<file path="config.mk">
export PLATFORM = sky130hd
export DESIGN_NAME = irqc_ctrl_regs
export DESIGN_NICKNAME = d
export VERILOG_FILES = /design/src/rtl/irqc_pkg.sv /design/src/rtl/irqc_setup_seq.sv /design/src/rtl/irqc_cmd_decode.sv /design/src/rtl/irqc_trig_reg.sv /design/src/rtl/irqc_ctrl_regs.sv
export SDC_FILE = /design/constraint.sdc
export NUM_CORES = 1
export LEC_CHECK = 0
export ABC_CLOCK_PERIOD_IN_PS = 3850
export BUFFER_PORTS_ARGS = -buffer_cell sky130_fd_sc_hd__clkbuf_2
export CAP_MARGIN = 20
export CORE_MARGIN = 3
export CORE_UTILIZATION = 48
export DETAILED_ROUTE_END_ITERATION = 7
export PLACE_DENSITY_LB_ADDON = 0.08
export REMOVE_ABC_BUFFERS = 1
export SLEW_MARGIN = 5
export SYNTH_ARGS = -nofsm -noshare
export SYNTH_HDL_FRONTEND = slang
export SYNTH_SLANG_ARGS = --single-unit
export TNS_END_PERCENT = 5
</file>
<file path="constraint.sdc">
create_clock -name clk -period 3.85 [get_ports clk]
set_input_delay 0.1925 -clock clk [delete_from_list [all_inputs] [get_ports clk]]
set_output_delay 0.1925 -clock clk [all_outputs]
set_load 0.05 [all_outputs]
</file>
<file path="src/rtl/irqc_pkg.sv">
package irqc_pkg;

  typedef enum logic [1:0] {
    ST_IDLE = 2'd0,
    ST_VEC  = 2'd1,
    ST_CASC = 2'd2,
    ST_MODE = 2'd3
  } setup_step_e;

  // Step after the vector-base word.
  function automatic setup_step_e step_after_vec(input logic single, input logic want_mode);
    if (!single) return ST_CASC;
    return want_mode ? ST_MODE : ST_IDLE;
  endfunction

  // First set line scanning upward from base (modulo 8); {found, line}.
  function automatic logic [3:0] first_line(input logic [7:0] vec, input logic [2:0] base);
    logic [3:0] res;
    logic [2:0] idx;
    res = 4'b0000;
    for (int k = 7; k >= 0; k--) begin
      idx = base + 3'(k);
      if (vec[idx]) res = {1'b1, idx};
    end
    return res;
  endfunction

  function automatic logic [2:0] next_line(input logic [2:0] line);
    return line + 3'd1;
  endfunction

  function automatic logic [7:0] line_bit(input logic [2:0] line);
    return 8'd1 << line;
  endfunction

endpackage

</file>
<file path="src/rtl/irqc_setup_seq.sv">
module irqc_setup_seq
  import irqc_pkg::*;
#(
  parameter int DW = 8
) (
  input  logic          clk,
  input  logic          rst_n,
  input  logic          wr_en,
  input  logic          addr,
  input  logic [DW-1:0] wdata,
  output logic          restart,
  output logic [DW-1:0] mask_o,
  output logic [DW-1:0] vbase_o,
  output logic          sfnm_o,
  output logic          aeoi_o
);
  localparam logic [DW-1:0] VBASE_KEEP = {{(DW-3){1'b1}}, 3'b000};

  setup_step_e step_q;
  logic        single_q, want_mode_q;
  logic        data_wr;

  assign restart = wr_en && !addr && wdata[4];
  assign data_wr = wr_en && addr;

  always_ff @(posedge clk or negedge rst_n) begin
    if (!rst_n) begin
      step_q      <= ST_IDLE;
      single_q    <= 1'b0;
      want_mode_q <= 1'b0;
      mask_o      <= '0;
      vbase_o     <= '0;
      sfnm_o      <= 1'b0;
      aeoi_o      <= 1'b0;
    end else if (restart) begin
      step_q      <= ST_VEC;
      single_q    <= wdata[1];
      want_mode_q <= wdata[0];
      mask_o      <= '0;
      vbase_o     <= '0;
      sfnm_o      <= 1'b0;
      aeoi_o      <= 1'b0;
    end else if (data_wr) begin
      unique case (step_q)
        ST_IDLE: mask_o <= wdata;
        ST_VEC: begin
          vbase_o <= wdata & VBASE_KEEP;
          step_q  <= step_after_vec(single_q, want_mode_q);
        end
        ST_CASC: step_q <= want_mode_q ? ST_MODE : ST_IDLE;
        ST_MODE: begin
          sfnm_o <= wdata[4];
          aeoi_o <= wdata[1];
          step_q <= ST_IDLE;
        end
        default: step_q <= ST_IDLE;
      endcase
    end
  end

  // the cascade step is reachable only when not single
  a_r4_casc_needs_cascade: assert property (@(posedge clk) disable iff (!rst_n)
    (step_q == ST_CASC) |-> !single_q);
  // mask changes only after a data write in the idle step, or a restart
  a_r6_mask_only_idle: assert property (@(posedge clk) disable iff (!rst_n)
    !$past(data_wr && step_q == ST_IDLE) && !$past(restart) |-> $stable(mask_o));
  // mode flags move only on a mode-word write or a restart
  a_r5_flags_stable: assert property (@(posedge clk) disable iff (!rst_n)
    !$past(data_wr && step_q == ST_MODE) && !$past(restart) |-> $stable({sfnm_o, aeoi_o}));
endmodule

</file>
<file path="src/rtl/irqc_cmd_decode.sv">
module irqc_cmd_decode
  import irqc_pkg::*;
#(
  parameter int DW = 8,
  localparam int LW = $clog2(DW)
) (
  input  logic          clk,
  input  logic          rst_n,
  input  logic          wr_en,
  input  logic          rd_en,
  input  logic          addr,
  input  logic [DW-1:0] wdata,
  input  logic          restart,
  input  logic [DW-1:0] isr_in,
  output logic [LW-1:0] prio_base_o,
  output logic          rot_aeoi_o,
  output logic          smask_o,
  output logic          rsel_o,
  output logic          poll_o,
  output logic [DW-1:0] isr_clr_o,
  output logic          arb_clear_o
);
  logic       cmd_wr, mode_wr, op_wr;
  logic [2:0] code;
  logic [3:0] hit;
  logic [2:0] spec_line;

  assign cmd_wr    = wr_en && !addr && !wdata[4];
  assign mode_wr   = cmd_wr && wdata[3];
  assign op_wr     = cmd_wr && !wdata[3];
  assign code      = wdata[7:5];
  assign hit       = first_line(isr_in, prio_base_o);
  assign spec_line = wdata[2:0];

  always_ff @(posedge clk or negedge rst_n) begin
    if (!rst_n) begin
      prio_base_o <= '0;
      rot_aeoi_o  <= 1'b0;
      smask_o     <= 1'b0;
      rsel_o      <= 1'b0;
      poll_o      <= 1'b0;
      isr_clr_o   <= '0;
      arb_clear_o <= 1'b0;
    end else begin
      isr_clr_o   <= '0;
      arb_clear_o <= restart;
      if (rd_en) poll_o <= 1'b0;
      if (restart) begin
        prio_base_o <= '0;
        rot_aeoi_o  <= 1'b0;
        smask_o     <= 1'b0;
        rsel_o      <= 1'b0;
        poll_o      <= 1'b0;
      end else if (mode_wr) begin
        if (wdata[2]) poll_o  <= 1'b1;
        if (wdata[1]) rsel_o  <= wdata[0];
        if (wdata[6]) smask_o <= wdata[5];
      end else if (op_wr) begin
        unique case (code)
          3'd0, 3'd4: rot_aeoi_o <= code[2];
          3'd1, 3'd5: if (hit[3]) begin
            isr_clr_o <= line_bit(hit[2:0]);
            if (code[2]) prio_base_o <= next_line(hit[2:0]);
          end
          3'd3: isr_clr_o <= line_bit(spec_line);
          3'd6: prio_base_o <= next_line(spec_line);
          3'd7: begin
            isr_clr_o   <= line_bit(spec_line);
            prio_base_o <= next_line(spec_line);
          end
          default: ;
        endcase
      end
    end
  end

  // at most one in-service line cleared per command
  a_r9_clr_onehot: assert property (@(posedge clk) disable iff (!rst_n) $onehot0(isr_clr_o));
  // a non-specific clear targets a line that was in service
  a_r9_clr_was_active: assert property (@(posedge clk) disable iff (!rst_n)
    $past(op_wr && (code == 3'd1 || code == 3'd5)) |-> ((isr_clr_o & ~$past(isr_in)) == '0));
  // the priority base moves only after a write
  a_r11_base_needs_write: assert property (@(posedge clk) disable iff (!rst_n)
    !$past(wr_en) |-> $stable(prio_base_o));
  // a read disarms poll
  a_r12_poll_disarm: assert property (@(posedge clk) disable iff (!rst_n)
    rd_en && !wr_en |=> !poll_o);
endmodule

</file>
<file path="src/rtl/irqc_trig_reg.sv">
module irqc_trig_reg #(
  parameter int          DW = 8,
  parameter logic [DW-1:0] WMASK = 8'hDE
) (
  input  logic          clk,
  input  logic          rst_n,
  input  logic          we,
  input  logic [DW-1:0] wdata,
  output logic [DW-1:0] value_o
);
  always_ff @(posedge clk or negedge rst_n) begin
    if (!rst_n)  value_o <= '0;
    else if (we) value_o <= wdata & WMASK;
  end

  // value changes only after its own write strobe
  a_r13_tm_needs_write: assert property (@(posedge clk) disable iff (!rst_n)
    !$past(we) |-> $stable(value_o));
endmodule

</file>
<file path="src/rtl/irqc_ctrl_regs.sv">
module irqc_ctrl_regs
  import irqc_pkg::*;
#(
  parameter int            DW = 8,
  parameter logic [DW-1:0] TRIG_WMASK = 8'hDE,
  localparam int           LW = $clog2(DW)
) (
  input  logic          clk,
  input  logic          rst_n,
  input  logic          wr_en,
  input  logic          rd_en,
  input  logic          addr,
  input  logic [DW-1:0] wdata,
  input  logic          tm_wr_en,
  input  logic [DW-1:0] isr_in,
  input  logic [DW-1:0] irr_in,
  input  logic [DW-1:0] poll_word_in,
  output logic [DW-1:0] rdata,
  output logic [DW-1:0] mask,
  output logic [DW-1:0] vec_base,
  output logic [LW-1:0] prio_base,
  output logic          sfnm,
  output logic          aeoi,
  output logic          rot_aeoi,
  output logic          special_mask,
  output logic [DW-1:0] isr_clr,
  output logic          arb_clear,
  output logic          poll_ack,
  output logic [DW-1:0] trig_mode
);
  logic restart, rsel, poll_armed;

  irqc_setup_seq #(.DW(DW)) u_setup (
    .clk(clk), .rst_n(rst_n), .wr_en(wr_en), .addr(addr), .wdata(wdata),
    .restart(restart), .mask_o(mask), .vbase_o(vec_base),
    .sfnm_o(sfnm), .aeoi_o(aeoi)
  );

  irqc_cmd_decode #(.DW(DW)) u_cmd (
    .clk(clk), .rst_n(rst_n), .wr_en(wr_en), .rd_en(rd_en), .addr(addr),
    .wdata(wdata), .restart(restart), .isr_in(isr_in),
    .prio_base_o(prio_base), .rot_aeoi_o(rot_aeoi), .smask_o(special_mask),
    .rsel_o(rsel), .poll_o(poll_armed), .isr_clr_o(isr_clr), .arb_clear_o(arb_clear)
  );

  irqc_trig_reg #(.DW(DW), .WMASK(TRIG_WMASK)) u_trig (
    .clk(clk), .rst_n(rst_n), .we(tm_wr_en), .wdata(wdata), .value_o(trig_mode)
  );

  always_ff @(posedge clk or negedge rst_n) begin
    if (!rst_n) begin
      rdata    <= '0;
      poll_ack <= 1'b0;
    end else begin
      poll_ack <= rd_en && poll_armed;
      if (rd_en) begin
        if (poll_armed) rdata <= poll_word_in;
        else if (addr)  rdata <= mask;
        else            rdata <= rsel ? isr_in : irr_in;
      end
    end
  end

  // the arbiter-clear pulse coincides with zeroed mask and priority base
  a_r2_clear_zeroes: assert property (@(posedge clk) disable iff (!rst_n)
    arb_clear |-> (mask == '0) && (prio_base == '0) && !sfnm && !aeoi);
  // poll acknowledge is a single-cycle pulse after a read
  a_r12_ack_after_read: assert property (@(posedge clk) disable iff (!rst_n)
    poll_ack |-> $past(rd_en));
endmodule

</file>
==> run metrics, run 1 <==
fin crit period=3.46 ns; Die Width=89.6 µm; leakage=0.00173 µW; failing checks=hold timing; layout cells sized above 1=between 20% and 30%; Rel. slew slack=37.4%; most common cell after layout, fill and taps aside=clkbuf_2; Die ar.=8030 µm²; Main synth FF type=dfrtp_1; total of max-cap violations=0; Post-CTS Setup Inserts=0; worst-case reg-to-reg path depth=15; largest area contributor in the netlist=dfrtp_1; Slew Limit Fails=0; fin area=3870 µm²; drt wl/cell=16.5 µm; top sig layer=met4; mapped cell area=3360 µm²; Post-Place Cell Area=3790 µm²; Post-Place Cells=516; met2 wire len=4.03 mm; global placer's final weighted congestion=around 0.9; met3 WL=531 µm; Filler Cell Count=roughly 590; number of port buffers=between 80 and 90; root buf cell=clkbuf_8; drt pass-1 iters=5; Fin Hold WS=-0.0124 ns; via count=between 3000 and 4000; Final Hold Fails=11; Max IR drop VDD=397 µV; largest net degree at the start of global routing=51; initial DRC count=170; sinks on the clock net=50; Via density=5.81; Synth warnings=0; syn avg cell area=9.25 µm²; ys async rst share=100%; met1 WL=just over 4 mm; row count=29; Post-DRT Antenna Nets=0; crit path launch type=flip-flop; pwr dens=571 nW/µm²; clock latency on the worst-skew pair=0.30 ns; Syn Inst Count=363; Final setup viols=0; critical path type=reg2reg; crit-path max cell delay=0.48 ns; post-route setup TNS=0 ns; P_int=1120 µW; ANT cells=0; Worst-path clk slew=around 0.090 ns; DP HPWL=6.27 mm; Sw Pwr=between 1000 and 1500 µW; gr usage total=22.4%; crit path DAT=about 3.7 ns; fin cells=523; Seq cells post-synth=50; final net count=~480; Longest Clk Path Bufs=2; Core ar.=6570 µm²; Buf/Inv on CP=2; crit share post-route=89.9%; switch share=49.2%; CTS Buf Count=5; initial antenna violation count=0; Yosys top cell area share=37.3%; max frequency=289 MHz; H-tree Lvls=2; RSZ-0062 raised after global routing=false; Hold WC Path Type=in2async; total congestion overflow=0; post-synth cell types=55; Synth-to-Final Area Change=15.2%; Hold Buf Count CTS=0; Post-synth EDFFs=0; ranking of synthesized cells by area=dfrtp_1, mux4_2, mux2_2; CTS tree=done; post-cts resize count=0; first-pass GRT wire length=14.1 mm; combinational share of power=between 50% and 60%; Clock Skews=0.00527 ns; worst-path maximum fanout=9; CP max stage cell=ha_1; WP depth=15; DRC Markers=0; clock power share=13.9%; CP top delay family=multiplexers; Routed WL=8.63 mm; vias in the first global route=about 2800; CP cell instances=inv_1, ha_1, mux4_2, mux2_4, nand3_2, o21ai_1, o41a_1, o31a_1, mux2_2, ha_1, inv_1, nand2_1, a21oi_1, a21oi_1, nand3_1; I/O pin cnt=87; Initial Util=between 50% and 60%; Worst-Margin Slew=0.937 ns; Seq pwr share=approximately a third; status=complete, but fails checks; crit path capture type=flip-flop; Die Height=89.6 µm; commonest non-fill, non-tap cells in the layout=clkbuf_2, dfrtp_1, a21oi_1; Layout Utilization=58.9%; sequential element share of the synthesized area=37.3%; Critical Path RT=between 4 and 5 ns
==> power by group through the flow <==
stage / sequential, µW / clock (µW) / combinational [µW]
final: 754 / 308 / 1150
after global routing: 775 / 339 / 1250
after CTS: 753 / 319 / 1150
after detailed placement: 760 / 0 / 1150
after global placement: 760 / 0 / 1130
after floorplan: 1130 / 0 / 479
==> sequential cells by signal, indices dropped and copies added (netlist names) <==
name                 count
poll_ack                 1
rdata                    8
u_cmd.arb_clear_o        1
u_cmd.isr_clr_o          8
u_cmd.poll_o             1
u_cmd.prio_base_o        3
u_cmd.rot_aeoi_o         1
u_cmd.rsel_o             1
u_cmd.smask_o            1
u_setup.aeoi_o           1
u_setup.mask_o           8
u_setup.sfnm_o           1
u_setup.single_q         1
u_setup.step_q           2
u_setup.vbase_o          5
u_setup.want_mode_q      1
u_trig.value_o           6
==> metrics by stage <==
| stage | hold slack (ns) | worst slack (ns) | total power [µW] |
|---|---|---|---|
| 2_1_floorplan | -0.103 | -0.209 | 1610 |
| 3_3_place_gp | 0.347 | 0.529 | 1890 |
| 6_report | -0.0124 | 0.388 | 2210 |
| 5_1_grt | 0.0393 | 0.170 | 2360 |
| 4_1_cts | 0.0149 | 0.402 | 2220 |
| 3_5_place_dp | 0.345 | 0.427 | 1910 |
==> Yosys cell counts, types with 3 or more instances <==
cell type and number:
nand2b_1 7, inv_1 26, nand2_1 26, o21ai_1 3, a31oi_1 4, or3_1 3, mux4_2 10, o32ai_1 7
mux2_2 16, a211oi_1 19, clkbuf_1 18, and2_1 3, nor2_1 16, ha_1 7, nor3_1 7, buf_1 3
nand3_1 14, nor2b_1 11, mux2i_1 7, o221ai_1 3, o21ai_0 24, a22o_1 5, a21oi_1 31, dfrtp_1 50
buf_4 5
==> worst paths after layout <==
kind	startpoint	to	slack [ns]
setup / recovery	u_cmd.prio_base_o[1]	u_cmd.prio_base_o[2]	0.39
setup reg to reg	u_cmd.prio_base_o[1]	u_cmd.prio_base_o[2]	0.39
min in group clk	poll_word_in[4]	rdata[4]	0.19
max in group asynchronous	rst_n	poll_ack	3.42
hold reg to reg	u_trig.value_o[6]	u_trig.value_o[6]	0.52
hold / removal	rst_n	u_cmd.isr_clr_o[0]	-0.01
==> final cells by class <==
type	instances	area, µm²	area share (%)
inverters	26	97.6	2.52
well taps	93	116	3.01
clock inverters	2	13.8	0.356
flip-flops and latches	50	1250	32.3
clock buffers	5	68.8	1.78
repair buffers	85	435	11.3
multi-input cells	262	1890	48.7
==> routing by layer <==
| metal | track usage, % | vias up |
|---|---|---|
| li1 | - | 1461 |
| met5 | 0 | - |
| met1 | 33.7 | 1469 |
| met2 | 34.3 | 104 |
| met4 | 3.25 | 0 |
| met3 | 4.29 | 6 |
==> cell families after synthesis <==
kind of cell	count (synthesis)	share of synthesized area, %
other	1	0.112
AND/OR/NAND/NOR	98	14.9
adder cells (fa/ha/maj)	7	2.61
XOR/XNOR	2	0.522
multiplexers	35	15.0
AO/OA/AOI/OAI	115	22.5
buffers and inverters	55	7.01
flip-flops	50	37.3
No activity file was read; power rests on OpenSTA's default activity.
==> run 2: changes to the inputs <==
- BUFFER_PORTS_ARGS: -buffer_cell sky130_fd_sc_hd__clkbuf_2 -> unset
- CORE_UTILIZATION: 48 -> 50
- DONT_BUFFER_PORTS: unset -> 1
==> run metrics, run 2 (same netlist as run 1, synthesis figures left out) <==
status=completed; total of max-cap violations=0; Core ar.=6420 µm²; Synth-to-Final Area Change=5.63%; row count=29; biggest regs=rdata: 8 flops, u_cmd.isr_clr_o: 8 flops, u_setup.mask_o: 8 flops; drt wl/cell=20.0 µm; layout cells sized above 1=13.2%; Layout Utilization=55.2%; Place WS=0.423 ns; CP top delay family=multiplexers; Hold WC Path Type=in2reg; gr usage total=a little under a quarter; Die Width=~90 µm; pwr dens=613 nW/µm²; Overall Power=about 2200 µW; number of port buffers=0; total congestion overflow=0; Routed WL=between 8 and 9 mm; fin crit period=3.46 ns; vias in the first global route=2668; Die ar.=7730 µm²; Final Hold Fails=0; first-pass GRT wire length=13.8 mm; crit path capture type=flip-flop; Final setup viols=0; reg2reg end=u_cmd.prio_base_o[2]; clock latency on the worst-skew pair=0.31 ns; drt pass-1 iters=5; Max IR drop VDD=412 µV; Post-Place Cell Area=3360 µm²; fin area=3550 µm²; Buf/Inv on CP=2; largest net degree at the start of global routing=51; RR Startpoint=u_cmd.prio_base_o[1]; crit share post-route=around 90%; CP cell instances=inv_1, ha_1, mux4_2, mux2_4, nand3_2, o21ai_1, o41a_1, o31a_1, mux2_2, ha_1, inv_1, nand2_1, a21oi_1, a21oi_1, nand3_1; CTS Buf Count=5; Initial Util=52.3%; ANT cells=0; worst-path maximum fanout=9; Slew Limit Fails=0; Critical Path RT=4.11 ns; post-route setup slack=0.388 ns; CP max stage cell=ha_1; crit-path max cell delay=slightly below 0.5 ns; Worst-path clk slew=approximately 0.10 ns; Via density=6.45; max frequency=between 200 and 300 MHz; initial DRC count=172; via count=between 2000 and 3000; sinks on the clock net=50; Reg area=roughly 1300 µm²; Post-CTS Setup Inserts=0; Post-DRT Antenna Nets=0; CTS tree=done; global placer's final weighted congestion=0.919; initial antenna violation count=0; leakage=0.00143 µW; DP HPWL=6.09 mm; RSZ-0062 raised after global routing=false; critical path type=reg2reg; crit path DAT=3.72 ns; hold endpoint=u_setup.vbase_o[7]; Worst-Margin Slew=between 0.9 and 1 ns; multi-input logic area=1890 µm²; DRC Markers=0; Die Height=slightly below 90 µm; root buf cell=clkbuf_8; Filler Cell Count=about 590; worst-case reg-to-reg path depth=15; Longest Clk Path Bufs=2; Rel. slew slack=around two fifths; final net count=399; R2R Setup Slk=0.39 ns; crit path launch type=flip-flop; Hold Path Stages=1; Clock Skews=0.00772 ns; H-tree Lvls=2; most common cell after layout, fill and taps aside=dfrtp_1; hold_sp=addr; commonest non-fill, non-tap cells in the layout=dfrtp_1, a21oi_1, inv_1, nand2_1, o21ai_0; I/O pin cnt=87
run 2: cell types whose count changed in the layout (fill, tap and decap cells not counted):
cell | before | now
clkinvlp_4 | 0 | 1
clkbuf_2 | 81 | 0
inv_8 | 0 | 1
inv_6 | 1 | 0
buf_16 | 0 | 1
bufinv_16 | 0 | 1
clkinv_2 | 1 | 0
dlygate4sd3_1 | 0 | 4
run 2: timing repair:
action                    in CTS  in global routing
hold buffers                   4                  1
hold endpoints to repair      61                  1
gates resized for setup        0                  0
run 2: worst max path at each step:
stage / from / endpoint / slack (ns) / cells after the start
after floorplan: u_cmd.prio_base_o[0] / u_cmd.prio_base_o[2] / -0.21 / 15
after global placement: u_cmd.prio_base_o[1] / u_cmd.prio_base_o[2] / 0.48 / 15
after detailed placement: u_cmd.prio_base_o[1] / u_cmd.prio_base_o[2] / 0.42 / 15
after CTS: u_cmd.prio_base_o[1] / u_cmd.prio_base_o[2] / 0.40 / 15
after global routing: u_cmd.prio_base_o[1] / u_cmd.prio_base_o[2] / 0.13 / 15
final: u_cmd.prio_base_o[1] / u_cmd.prio_base_o[2] / 0.39 / 15
run 2: metrics by stage:
step           TNS, ns  instances  hold slack [ns]
2_1_floorplan   -0.363        338           -0.103
3_3_place_gp         0        419           -0.102
3_5_place_dp         0        419           -0.102
4_1_cts              0        431          0.00359
5_1_grt              0        432          0.00811
6_report             0        432          0.00676
run 2: cell type report:
| cell class | instances | area share [%] |
|---|---|---|
| timing repair buffer | 9 | 2.75 |
| clock inverter | 3 | 1.38 |
| sequential | 50 | 35.3 |
| tap | 77 | 2.72 |
| clock buffer | 5 | 1.94 |
| multi-input combinational | 262 | 53.2 |
| inverter | 26 | 2.75 |
run 2: report_power, final:
group / internal [µW] / leakage [µW] / total (µW) / switching [µW]
Sequential: 641 / 0.000627 / 1140 / 496
Combinational: 276 / 0.000748 / 637 / 361
Clock: 198 / 0.0000563 / 400 / 201
Total: 1120 / 0.00143 / 2170 / 1060
run 2: layer usage:
layer	track usage, %	wire length [µm]	vias up
li1	-	-	1313
met2	34.3	4030	102
met4	5.16	80	0
met3	6.40	690	7
met1	32.9	3860	1363
met5	0	0	-
